## src/rtl/ecc72_pkg.sv

```systemverilog
package ecc72_pkg;

  localparam int DATA_W = 64;
  localparam int CHK_W  = 8;
  localparam int WORD_W = DATA_W + CHK_W;

  typedef enum logic [1:0] {
    CLS_CLEAN = 2'd0,
    CLS_FIXED = 2'd1,
    CLS_FATAL = 2'd2
  } err_class_e;

  // Columns of data bits 0..31
  function automatic logic [7:0] col_lower(int i);
    case (i)
      0:  return 8'hF4;  1:  return 8'hF1;  2:  return 8'hEC;  3:  return 8'hEA;
      4:  return 8'hE9;  5:  return 8'hE6;  6:  return 8'hE5;  7:  return 8'hE3;
      8:  return 8'hDC;  9:  return 8'hDA;  10: return 8'hD9;  11: return 8'hD6;
      12: return 8'hD5;  13: return 8'hD3;  14: return 8'hCE;  15: return 8'hCB;
      16: return 8'hB5;  17: return 8'hB0;  18: return 8'hAD;  19: return 8'hAB;
      20: return 8'hA8;  21: return 8'hA7;  22: return 8'hA4;  23: return 8'hA2;
      24: return 8'h9D;  25: return 8'h9B;  26: return 8'h98;  27: return 8'h97;
      28: return 8'h94;  29: return 8'h92;  30: return 8'h8F;  31: return 8'h8A;
      default: return 8'h00;
    endcase
  endfunction

  // Columns of data bits 32..63 (argument is offset from 32)
  function automatic logic [7:0] col_upper(int i);
    case (i)
      0:  return 8'h75;  1:  return 8'h70;  2:  return 8'h6D;  3:  return 8'h6B;
      4:  return 8'h68;  5:  return 8'h67;  6:  return 8'h64;  7:  return 8'h62;
      8:  return 8'h5E;  9:  return 8'h5B;  10: return 8'h58;  11: return 8'h57;
      12: return 8'h54;  13: return 8'h52;  14: return 8'h4F;  15: return 8'h4A;
      16: return 8'h34;  17: return 8'h31;  18: return 8'h2C;  19: return 8'h2A;
      20: return 8'h29;  21: return 8'h26;  22: return 8'h25;  23: return 8'h23;
      24: return 8'h1C;  25: return 8'h1A;  26: return 8'h19;  27: return 8'h16;
      28: return 8'h15;  29: return 8'h13;  30: return 8'h0E;  31: return 8'h0B;
      default: return 8'h00;
    endcase
  endfunction

  // Column of any word position; check bits are one-hot, highest first
  function automatic logic [7:0] column(int pos);
    if (pos < 32)          return col_lower(pos);
    else if (pos < DATA_W) return col_upper(pos - 32);
    else if (pos < WORD_W) return 8'h80 >> (pos - DATA_W);
    else                   return 8'h00;
  endfunction

  // Data bits that feed syndrome bit sb
  function automatic logic [DATA_W-1:0] feed_mask(int sb);
    logic [DATA_W-1:0] m;
    logic [7:0]        c;
    m = '0;
    for (int i = 0; i < DATA_W; i++) begin
      c    = column(i);
      m[i] = c[sb];
    end
    return m;
  endfunction

endpackage

```

## src/rtl/ecc72_check_gen.sv

```systemverilog
module ecc72_check_gen
  import ecc72_pkg::*;
#(
  parameter int DW = DATA_W,
  parameter int CW = CHK_W
) (
  input  logic [DW-1:0] data_i,
  output logic [CW-1:0] check_o
);

  // check_o[k] is stored at word bit DW+k and covers syndrome bit CW-1-k
  for (genvar k = 0; k < CW; k++) begin : g_bit
    localparam int SB = CW - 1 - k;
    localparam logic [DW-1:0] MASK = feed_mask(SB);
    assign check_o[k] = ^(data_i & MASK);
  end

endmodule

```

## src/rtl/ecc72_syndrome.sv

```systemverilog
module ecc72_syndrome
  import ecc72_pkg::*;
#(
  parameter int DW = DATA_W,
  parameter int CW = CHK_W,
  localparam int WW = DW + CW
) (
  input  logic [WW-1:0] word_i,
  output logic [CW-1:0] syn_o
);

  logic [CW-1:0] regen;

  ecc72_check_gen #(.DW(DW), .CW(CW)) u_regen (
    .data_i  (word_i[DW-1:0]),
    .check_o (regen)
  );

  for (genvar b = 0; b < CW; b++) begin : g_syn
    assign syn_o[b] = regen[CW-1-b] ^ word_i[DW+CW-1-b];
  end

endmodule

```

## src/rtl/ecc72_locator.sv

```systemverilog
module ecc72_locator
  import ecc72_pkg::*;
#(
  parameter int CW = CHK_W,
  parameter int WW = WORD_W,
  localparam int IW = $clog2(WW + 1)
) (
  input  logic [CW-1:0] syn_i,
  output logic [WW-1:0] hit_o,
  output logic [IW-1:0] index_o
);

  for (genvar p = 0; p < WW; p++) begin : g_cmp
    localparam logic [7:0] COL = column(p);
    assign hit_o[p] = (syn_i == COL[CW-1:0]);
  end

  always_comb begin
    index_o = IW'(WW);
    for (int p = WW - 1; p >= 0; p--) begin
      if (hit_o[p]) index_o = IW'(p);
    end
  end

  // Distinct columns: a syndrome names at most one position
  always_comb begin
    assert_single_hit_R2: assert ($onehot0(hit_o))
      else $error("syndrome matched more than one column");
  end

endmodule

```

## src/rtl/ecc72_word_decoder.sv

```systemverilog
module ecc72_word_decoder
  import ecc72_pkg::*;
#(
  parameter int DW = DATA_W,
  parameter int CW = CHK_W,
  localparam int WW = DW + CW,
  localparam int IW = $clog2(WW + 1)
) (
  input  logic          clk,
  input  logic          rst,
  input  logic          in_valid,
  output logic          in_ready,
  input  logic [WW-1:0] in_word,
  output logic          out_valid,
  input  logic          out_ready,
  output logic [DW-1:0] out_data,
  output logic [1:0]    out_class,
  output logic [IW-1:0] out_index,
  output logic [CW-1:0] out_syndrome,
  input  logic [DW-1:0] enc_data,
  output logic [CW-1:0] enc_check
);

  logic [CW-1:0] syn;
  logic [WW-1:0] hit;
  logic [IW-1:0] idx;
  err_class_e    cls;
  logic [DW-1:0] fixed_data;
  logic          take;

  ecc72_check_gen #(.DW(DW), .CW(CW)) u_enc (
    .data_i  (enc_data),
    .check_o (enc_check)
  );

  ecc72_syndrome #(.DW(DW), .CW(CW)) u_syn (
    .word_i (in_word),
    .syn_o  (syn)
  );

  ecc72_locator #(.CW(CW), .WW(WW)) u_loc (
    .syn_i   (syn),
    .hit_o   (hit),
    .index_o (idx)
  );

  always_comb begin
    if (syn == '0)   cls = CLS_CLEAN;
    else if (|hit)   cls = CLS_FIXED;
    else             cls = CLS_FATAL;
  end

  // Only data-half hits invert a bit; check-half hits leave data alone
  assign fixed_data = in_word[DW-1:0] ^ hit[DW-1:0];

  assign in_ready = !out_valid || out_ready;
  assign take     = in_valid && in_ready;

  always_ff @(posedge clk) begin
    if (rst) begin
      out_valid    <= 1'b0;
      out_data     <= '0;
      out_class    <= CLS_CLEAN;
      out_index    <= IW'(WW);
      out_syndrome <= '0;
    end else if (take) begin
      out_valid    <= 1'b1;
      out_data     <= fixed_data;
      out_class    <= cls;
      out_index    <= idx;
      out_syndrome <= syn;
    end else if (out_ready) begin
      out_valid    <= 1'b0;
    end
  end

  assert_latency_R8: assert property (@(posedge clk) disable iff (rst)
    take |=> out_valid)
    else $error("accepted word produced no result");

  assert_hold_R9: assert property (@(posedge clk) disable iff (rst)
    (out_valid && !out_ready) |=> (out_valid && $stable(out_data) &&
      $stable(out_class) && $stable(out_index) && $stable(out_syndrome)))
    else $error("stalled result changed");

  assert_clean_word_R4: assert property (@(posedge clk) disable iff (rst)
    (out_valid && out_class == CLS_CLEAN) |-> (out_syndrome == '0 && out_index == IW'(WW)))
    else $error("clean class with nonzero syndrome or located index");

  assert_fixed_index_R5: assert property (@(posedge clk) disable iff (rst)
    (out_valid && out_class == CLS_FIXED) |-> (out_index < IW'(WW) && out_syndrome != '0))
    else $error("corrected class without a located bit");

  assert_even_fatal_R6: assert property (@(posedge clk) disable iff (rst)
    (out_valid && out_syndrome != '0 && !(^out_syndrome)) |-> (out_class == CLS_FATAL && out_index == IW'(WW)))
    else $error("even syndrome not flagged uncorrectable");

  assert_class_legal_R6: assert property (@(posedge clk) disable iff (rst)
    out_valid |-> out_class != 2'd3)
    else $error("illegal class code");

  assert_reset_idle_R10: assert property (@(posedge clk)
    rst |=> !out_valid)
    else $error("result valid after reset");

endmodule

```

## config.mk

```make
export PLATFORM = sky130hd
export DESIGN_NAME = ecc72_word_decoder
export DESIGN_NICKNAME = d
export VERILOG_FILES = /design/src/rtl/ecc72_pkg.sv /design/src/rtl/ecc72_check_gen.sv /design/src/rtl/ecc72_syndrome.sv /design/src/rtl/ecc72_locator.sv /design/src/rtl/ecc72_word_decoder.sv
export SDC_FILE = /design/constraint.sdc
export NUM_CORES = 1
export LEC_CHECK = 0
export ABC_CLOCK_PERIOD_IN_PS = 3880
export BUFFER_PORTS_ARGS = -buffer_cell sky130_fd_sc_hd__buf_2
export CAP_MARGIN = 0
export CORE_UTILIZATION = 53
export DETAILED_ROUTE_END_ITERATION = 10
export PLACE_DENSITY = 0.81
export SKIP_LAST_GASP = 1
export SLEW_MARGIN = 20
export SYNTH_ARGS = -nofsm -noshare
export SYNTH_HDL_FRONTEND = slang
export SYNTH_SLANG_ARGS = --single-unit
```

## constraint.sdc

```tcl
create_clock -name clk -period 3.88 [get_ports clk]
set_input_delay 0.776 -clock clk [delete_from_list [all_inputs] [get_ports clk]]
set_output_delay 0.776 -clock clk [all_outputs]
set_load 0.05 [all_outputs]
```

## After elaboration in Yosys (flattened, before gate mapping)

Index checks and enable logic that the tools add are counted.

- Equality and inequality tests: 72
- Reduce and logical (&&, ||, !) cells: 22
- Mux-type cells: 76
- Bitwise gates (word level): 9

Operators with widths:

| kind | number |
|---|---|
| 64-bit parity | 16 |
| 7-bit 2-to-1 mux | 64 |
| 8-bit == test (second input constant) | 33 |
| 8-bit by 7-bit == test with 1-bit output (second input constant) | 17 |
| 8-bit by 6-bit == test with 1-bit output (second input constant) | 9 |
| 72-bit OR reduction | 1 |
| 64-bit bitwise XOR | 1 |
| 8-bit by 5-bit == test with 1-bit output (second input constant) | 7 |
| 4-bit 2-to-1 mux | 8 |
| 8-bit by 4-bit == test with 1-bit output (second input constant) | 3 |
| 8-bit by 1-bit == test with 1-bit output (second input constant) | 1 |
| 8-bit by 2-bit == test with 1-bit output (second input constant) | 1 |
| 8-bit by 3-bit == test with 1-bit output (second input constant) | 1 |
| 8-bit zero test | 1 |
| 1-bit bitwise XOR | 8 |
| 2-bit 2-to-1 mux | 2 |
| 1-bit 2-to-1 mux | 2 |
| 2-bit nonzero test | 1 |
| 1-bit logical AND | 1 |
| 1-bit zero test | 1 |
| 1-bit logical OR | 1 |

- Logic and storage cells: 184
- Input port bits: 140
- Flip-flop bits (word level): 82

## Longest topological paths before layout

- Word-level depth: 75
- Mapped depth: 13

## Hierarchy

From an unflattened synthesis, not the netlist that was laid out.

- Cells, all modules: 919
- Area total of the unflattened synthesis: 8,166.6 sq um

Modules (own cells, without submodules):

| module | sequential area each (sq um) | area an instance (sq um) | times used | cells an instance |
|---|---|---|---|---|
| ecc72_word_decoder | 1,641.6 | 3,759.9 | 1 | 384 |
| ecc72_check_gen | 0.0 | 1,308.8 | 2 | 133 |
| ecc72_locator | 0.0 | 1,719.1 | 1 | 261 |
| ecc72_syndrome | 0.0 | 70.1 | 1 | 8 |

## Worst setup path after synthesis

OpenSTA, ideal clock, no wires.

- Path type: input to register
- Start point: input port in_word[8]
- End point: register out_index[1]
- Path slack: 0.244 ns
- Required time: 3.750 ns
- Arrival: 3.505 ns
- Library setup time: 0.130 ns
- Cell stages on the path: 12
- Path buffers: 1
- Cells stage by stage: xnor3_1 -> xor2_2 -> xnor3_1 -> xnor3_2 -> buf_6 -> and2_4 -> nand2_2 -> nor2_2 -> a2111oi_4 -> o211ai_1 -> a2111oi_2 -> o41ai_1

- Cells in the longest elaborated chain, start to end: 75
- Elaborated cells on any way between the ends: 154
- Those cells by class: eq/ne (72); mux (72); bitwise (5); reduce/logical (5)

Ends and longest elaborated chain:

| element | line | RTL |
|---|---|---|
| from (decl) | ecc72_word_decoder.sv:13 | `input logic [WW-1:0] in_word,` |
| 64-bit parity | ecc72_check_gen.sv:15 | `assign check_o[k] = ^(data_i & MASK);` |
| 1-bit bitwise XOR | ecc72_syndrome.sv:20 | `assign syn_o[b] = regen[CW-1-b] ^ word_i[DW+CW-1-b];` |
| 8-bit by 1-bit == test with 1-bit output | ecc72_locator.sv:15 | `assign hit_o[p] = (syn_i == COL[CW-1:0]);` |
| 4-bit 2-to-1 mux (8 in series) | ecc72_locator.sv:21 | `if (hit_o[p]) index_o = IW'(p);` |
| 7-bit 2-to-1 mux (63 in series) | ecc72_locator.sv:21 |  |
| 7-bit 2-to-1 mux * | ecc72_locator.sv:21 |  |
| to (signal assigned) | ecc72_word_decoder.sv:64 | `out_index <= IW'(WW);` |
| to (signal assigned) | ecc72_word_decoder.sv:70 | `out_index <= idx;` |
| to (decl) | ecc72_word_decoder.sv:18 | `output logic [IW-1:0] out_index,` |

Every way passes the cells marked *; elsewhere a longest branch is shown, timed or not.
A chain may end at the register's enable or synchronous reset.

## Worst setup path after layout

- Start point: input port in_word[37]
- End point: register out_class[0]

- Cells in the longest elaborated chain, start to end: 6
- Elaborated cells on any way between the ends: 86
- Those cells by class: eq/ne (72); mux (2); bitwise (5); reduce/logical (7)

Ends and longest elaborated chain:

| element | line | RTL |
|---|---|---|
| 64-bit parity | ecc72_check_gen.sv:15 |  |
| 1-bit bitwise XOR | ecc72_syndrome.sv:20 |  |
| 8-bit == test, or another cell as far along | ecc72_locator.sv:15 |  |
| 72-bit OR reduction | ecc72_word_decoder.sv:49 | `else if (\|hit) cls = CLS_FIXED;` |
| 2-bit 2-to-1 mux | ecc72_word_decoder.sv:49 |  |
| 2-bit 2-to-1 mux * | ecc72_word_decoder.sv:48 | `if (syn == '0) cls = CLS_CLEAN;` |
| to (signal assigned) | ecc72_word_decoder.sv:69 | `out_class <= cls;` |
| to (decl) | ecc72_word_decoder.sv:17 | `output logic [1:0] out_class,` |

Marked as above.

==> impl_metrics.yaml <==
logic_synthesis:
  syn_inst: 890
  ys_seq_area_share_pct: 21.3
  yosys_register_bits: 82
  netlist.top_cell.by_area: "xnor2_1"
  synth.cell_area_um2: 7720
  ys_async_sr_fraction_pct: 0
  yosys_most_used_dff: "dfxtp_1"
  yosysWarningCount: 0
  ys_top_cells_by_area: "xnor2_1 (25%), dfxtp_1 (21%), xnor3_1 (8.2%)"
  synth_edf_count: 0
  yosysMostFrequentCell: "xnor2_1"
  ys_types: 65
  post_synth.cell_area_avg_um2: 8.68
  syn-num-nets: 1030
  post_synth_most_frequent_cells: "xnor2_1 (217), nor2_1 (133), dfxtp_1 (82), nand2_1 (74), xor2_1 (68)"
  synth_top_area_share_pct: 24.6
worst_setup_path:
  timing.critical_path.fanout_max: 7
  critical_path_required_ns: 4.12
  r2r_setup_slack_ns: 1.99
  cell_chain_critical_path: "buf_2 -> xor2_1 -> xnor2_1 -> buf_4 -> buf_4 -> xnor2_1 -> xor3_2 -> nor2_1 -> nor2_1 -> o21ai_0 -> o31a_1 -> o221ai_1 -> o41ai_1 -> nand2_1"
  timing.rr.start: "out_valid$_SDFFE_PP0P_"
  cpPeakStageDelay_ns: 0.56
  cp_endpoint_kind: "flop"
  worstPathArrival_ns: 4.04
  timing.critical_path.from_type: "input pin"
  rr_worst_depth: 5
  reg2reg_to: "out_data[4]$_SDFFE_PP0P_"
  critical_path_class: "in2reg"
  cpMaxStageDelayCell: "xor3_2"
  startpoint: "in_word[37]"
  crit_path_end: "out_class[0]$_SDFFE_PP0P_"
clock_tree:
  clock_latency_ns: 0.35
  clock-sinks: 82
  clk_pin_slew_ns: 0.07
  count_of_h_tree_levels_built_during_cts: 3
  postCtsSetupBuffers: 0
  ctsHoldBuffers: 0
  cts_inserted_buffers: 9
  tritoncts: "done"
  cts_root_buf: "clkbuf_16"
  ctsLongestPathBuffers: 2
finish:
  drive_gt1_share_pct: 37.4
  nets: 1434
  number_of_filler_instances_in_the_final_layout: 961
  syn_to_final_growth_pct: 39.9
  area_of_all_placed_cells_without_fillers_um2: 10800
  diodes: 0
timing:
  clock_skew_ns: 0.00780
  post-route-min-period_ns: 3.80
  fin_setup_tns_ns: 0
  setup_slack_after_layout_ns: 0.0789
  final_hold_viol_count: 0
  report.final.setup_viol: 0
  fmax_achieved_mhz: 263
  period_share_pct: 98.0
  slew_viol_final: 0
  tightestPinTransition_ns: 0.705
  maxSlewHeadroom_pct: 53.0
detailed_routing:
  wirelength_mm: 29.7
  drt_first_iter_violations: 710
  drt-pass1-iter-count: 5
  routedWlPerCell_um: 20.1
  vias_per_cell: 5.68
  postRouteAntennaNets: 0
  detail_route.drc_violations: 0
  vias: 8397
grt:
  grt_pass1_wl_mm: 44.3
  grt_start_max_net_pins: 88
  grt-ovfl-total: 0
  grt.total_usage_pct: 39.9
  antenna_violations_before_repair: 0
  vias_in_the_first_global_route: 8242
floorplan:
  floorplan.die.width_um: 123
  initial_core_util_pct: 55.0
  area_of_the_core_region_um2: 14000
  pin_count: 231
  die_h_um: 123
  die_area_um2: 15100
  placementRows: 43
place:
  dp_slack_ns: -0.219
  post-dp-hpwl_mm: 24.1
  routabilityCongestion: 0.955
  portBuffers: 230
  postPlaceCellArea_um2: 10500
worst_hold_path:
  holdCritPathClass: "reg2reg"
outcome:
  run_status: "finished clean"
job:
  maxCapViolCount: 0
-- per-layer routing --
layer	up-vias	share of wire (%)	GRT usage (%)
met4	0	6.3	23.9
met2	497	46	65.8
met3	126	8.7	7.62
met1	3905	39	48.0
li1	3869	-	-
met5	-	0	0
-- through the flow --
step | instances | hold slack [ns] | utilization (%)
after floorplan | 890 | 0.654 | -
after global placement | 1463 | 0.434 | 74.7
after detailed placement | 1463 | 0.432 | 74.7
after CTS | 1479 | 0.449 | 76.9
after global routing | 1479 | 0.455 | 76.9
final | 1479 | 0.448 | 76.9
-- cell usage in the layout (no fill, tap or decap), types with 3 or more instances in the layout --
cell | netlist | final
nor2_1 | 133 | 132
and2_1 | 9 | 8
or3_1 | 7 | 7
nor3_2 | 4 | 5
o211ai_1 | 3 | 3
buf_2 | 7 | 230
inv_6 | 0 | 3
xor3_1 | 5 | 5
a22oi_1 | 3 | 3
clkbuf_16 | 0 | 9
dfxtp_1 | 82 | 82
xor2_1 | 68 | 68
nor4_1 | 4 | 4
a2bb2oi_1 | 4 | 4
a31oi_1 | 3 | 3
buf_4 | 1 | 200
o221ai_1 | 5 | 5
o21ai_0 | 17 | 17
xor3_2 | 3 | 3
a311oi_1 | 8 | 8
nor2_2 | 4 | 5
o21a_1 | 3 | 3
a21oi_1 | 19 | 19
xnor3_1 | 28 | 28
nand2b_1 | 3 | 3
nor3_1 | 16 | 15
a211oi_1 | 62 | 62
nand2_1 | 74 | 74
xnor2_1 | 217 | 217
xnor3_2 | 3 | 3
buf_12 | 0 | 3
nand3_1 | 15 | 15
xnor2_2 | 4 | 4
-- state kept, by name, indices dropped and copies added, names as in the netlist --
signal and flops:
out_valid 1, out_index 7, out_syndrome 8, out_data 64, out_class 2
-- worst max-delay path: cells and delay by family --
| family | cells | cell delay, ns |
|---|---|---|
| xor+xnor | 4 | 1.36 |
| compound gates | 4 | 0.90 |
| simple gates | 3 | 0.58 |
| buf+inv | 3 | 0.40 |
-- layout make-up --
| class | instances | area (µm²) | share of cell area (%) |
|---|---|---|---|
| multi-input combinational | 765 | 5900 | 54.6 |
| timing repair buffer | 434 | 2720 | 25.2 |
| sequential | 82 | 1640 | 15.2 |
| clock buffer | 10 | 239 | 2.21 |
| tap | 180 | 225 | 2.08 |
| clock inverter | 6 | 72.6 | 0.672 |
| inverter | 2 | 7.51 | 0.0695 |
-- cells by family (layout without fill, tap and decap cells) --
group           count (synthesis)  after routing  synth area share (%)
buf+inv                        43            452                  2.54
compound gates                150            150                  14.3
simple gates                  283            283                  16.5
mux                             3              3                 0.405
xor+xnor                      329            329                  45.0
flops                          82             82                  21.3
-- how the worst min path moves through the flow --
stage	endpoint	cells after the start	slack [ns]	from
after floorplan	out_class[0]$_SDFFE_PP0P_	2	0.65	out_class[0]$_SDFFE_PP0P_
after global placement	out_class[0]$_SDFFE_PP0P_	2	0.43	out_class[0]$_SDFFE_PP0P_
after detailed placement	out_class[0]$_SDFFE_PP0P_	2	0.43	out_class[0]$_SDFFE_PP0P_
after CTS	out_class[0]$_SDFFE_PP0P_	2	0.45	out_class[0]$_SDFFE_PP0P_
after global routing	out_class[0]$_SDFFE_PP0P_	2	0.46	out_class[0]$_SDFFE_PP0P_
final	out_index[1]$_SDFFE_PP0P_	2	0.45	out_index[1]$_SDFFE_PP0P_
-- repair_timing --
item,CTS,global route
hold endpoints to repair,0,0
resized for setup,0,4
setup endpoints to repair,0,6
Power is not shown: default switching activity piles up to over one toggle a cycle in this logic, so the estimate is an artifact.
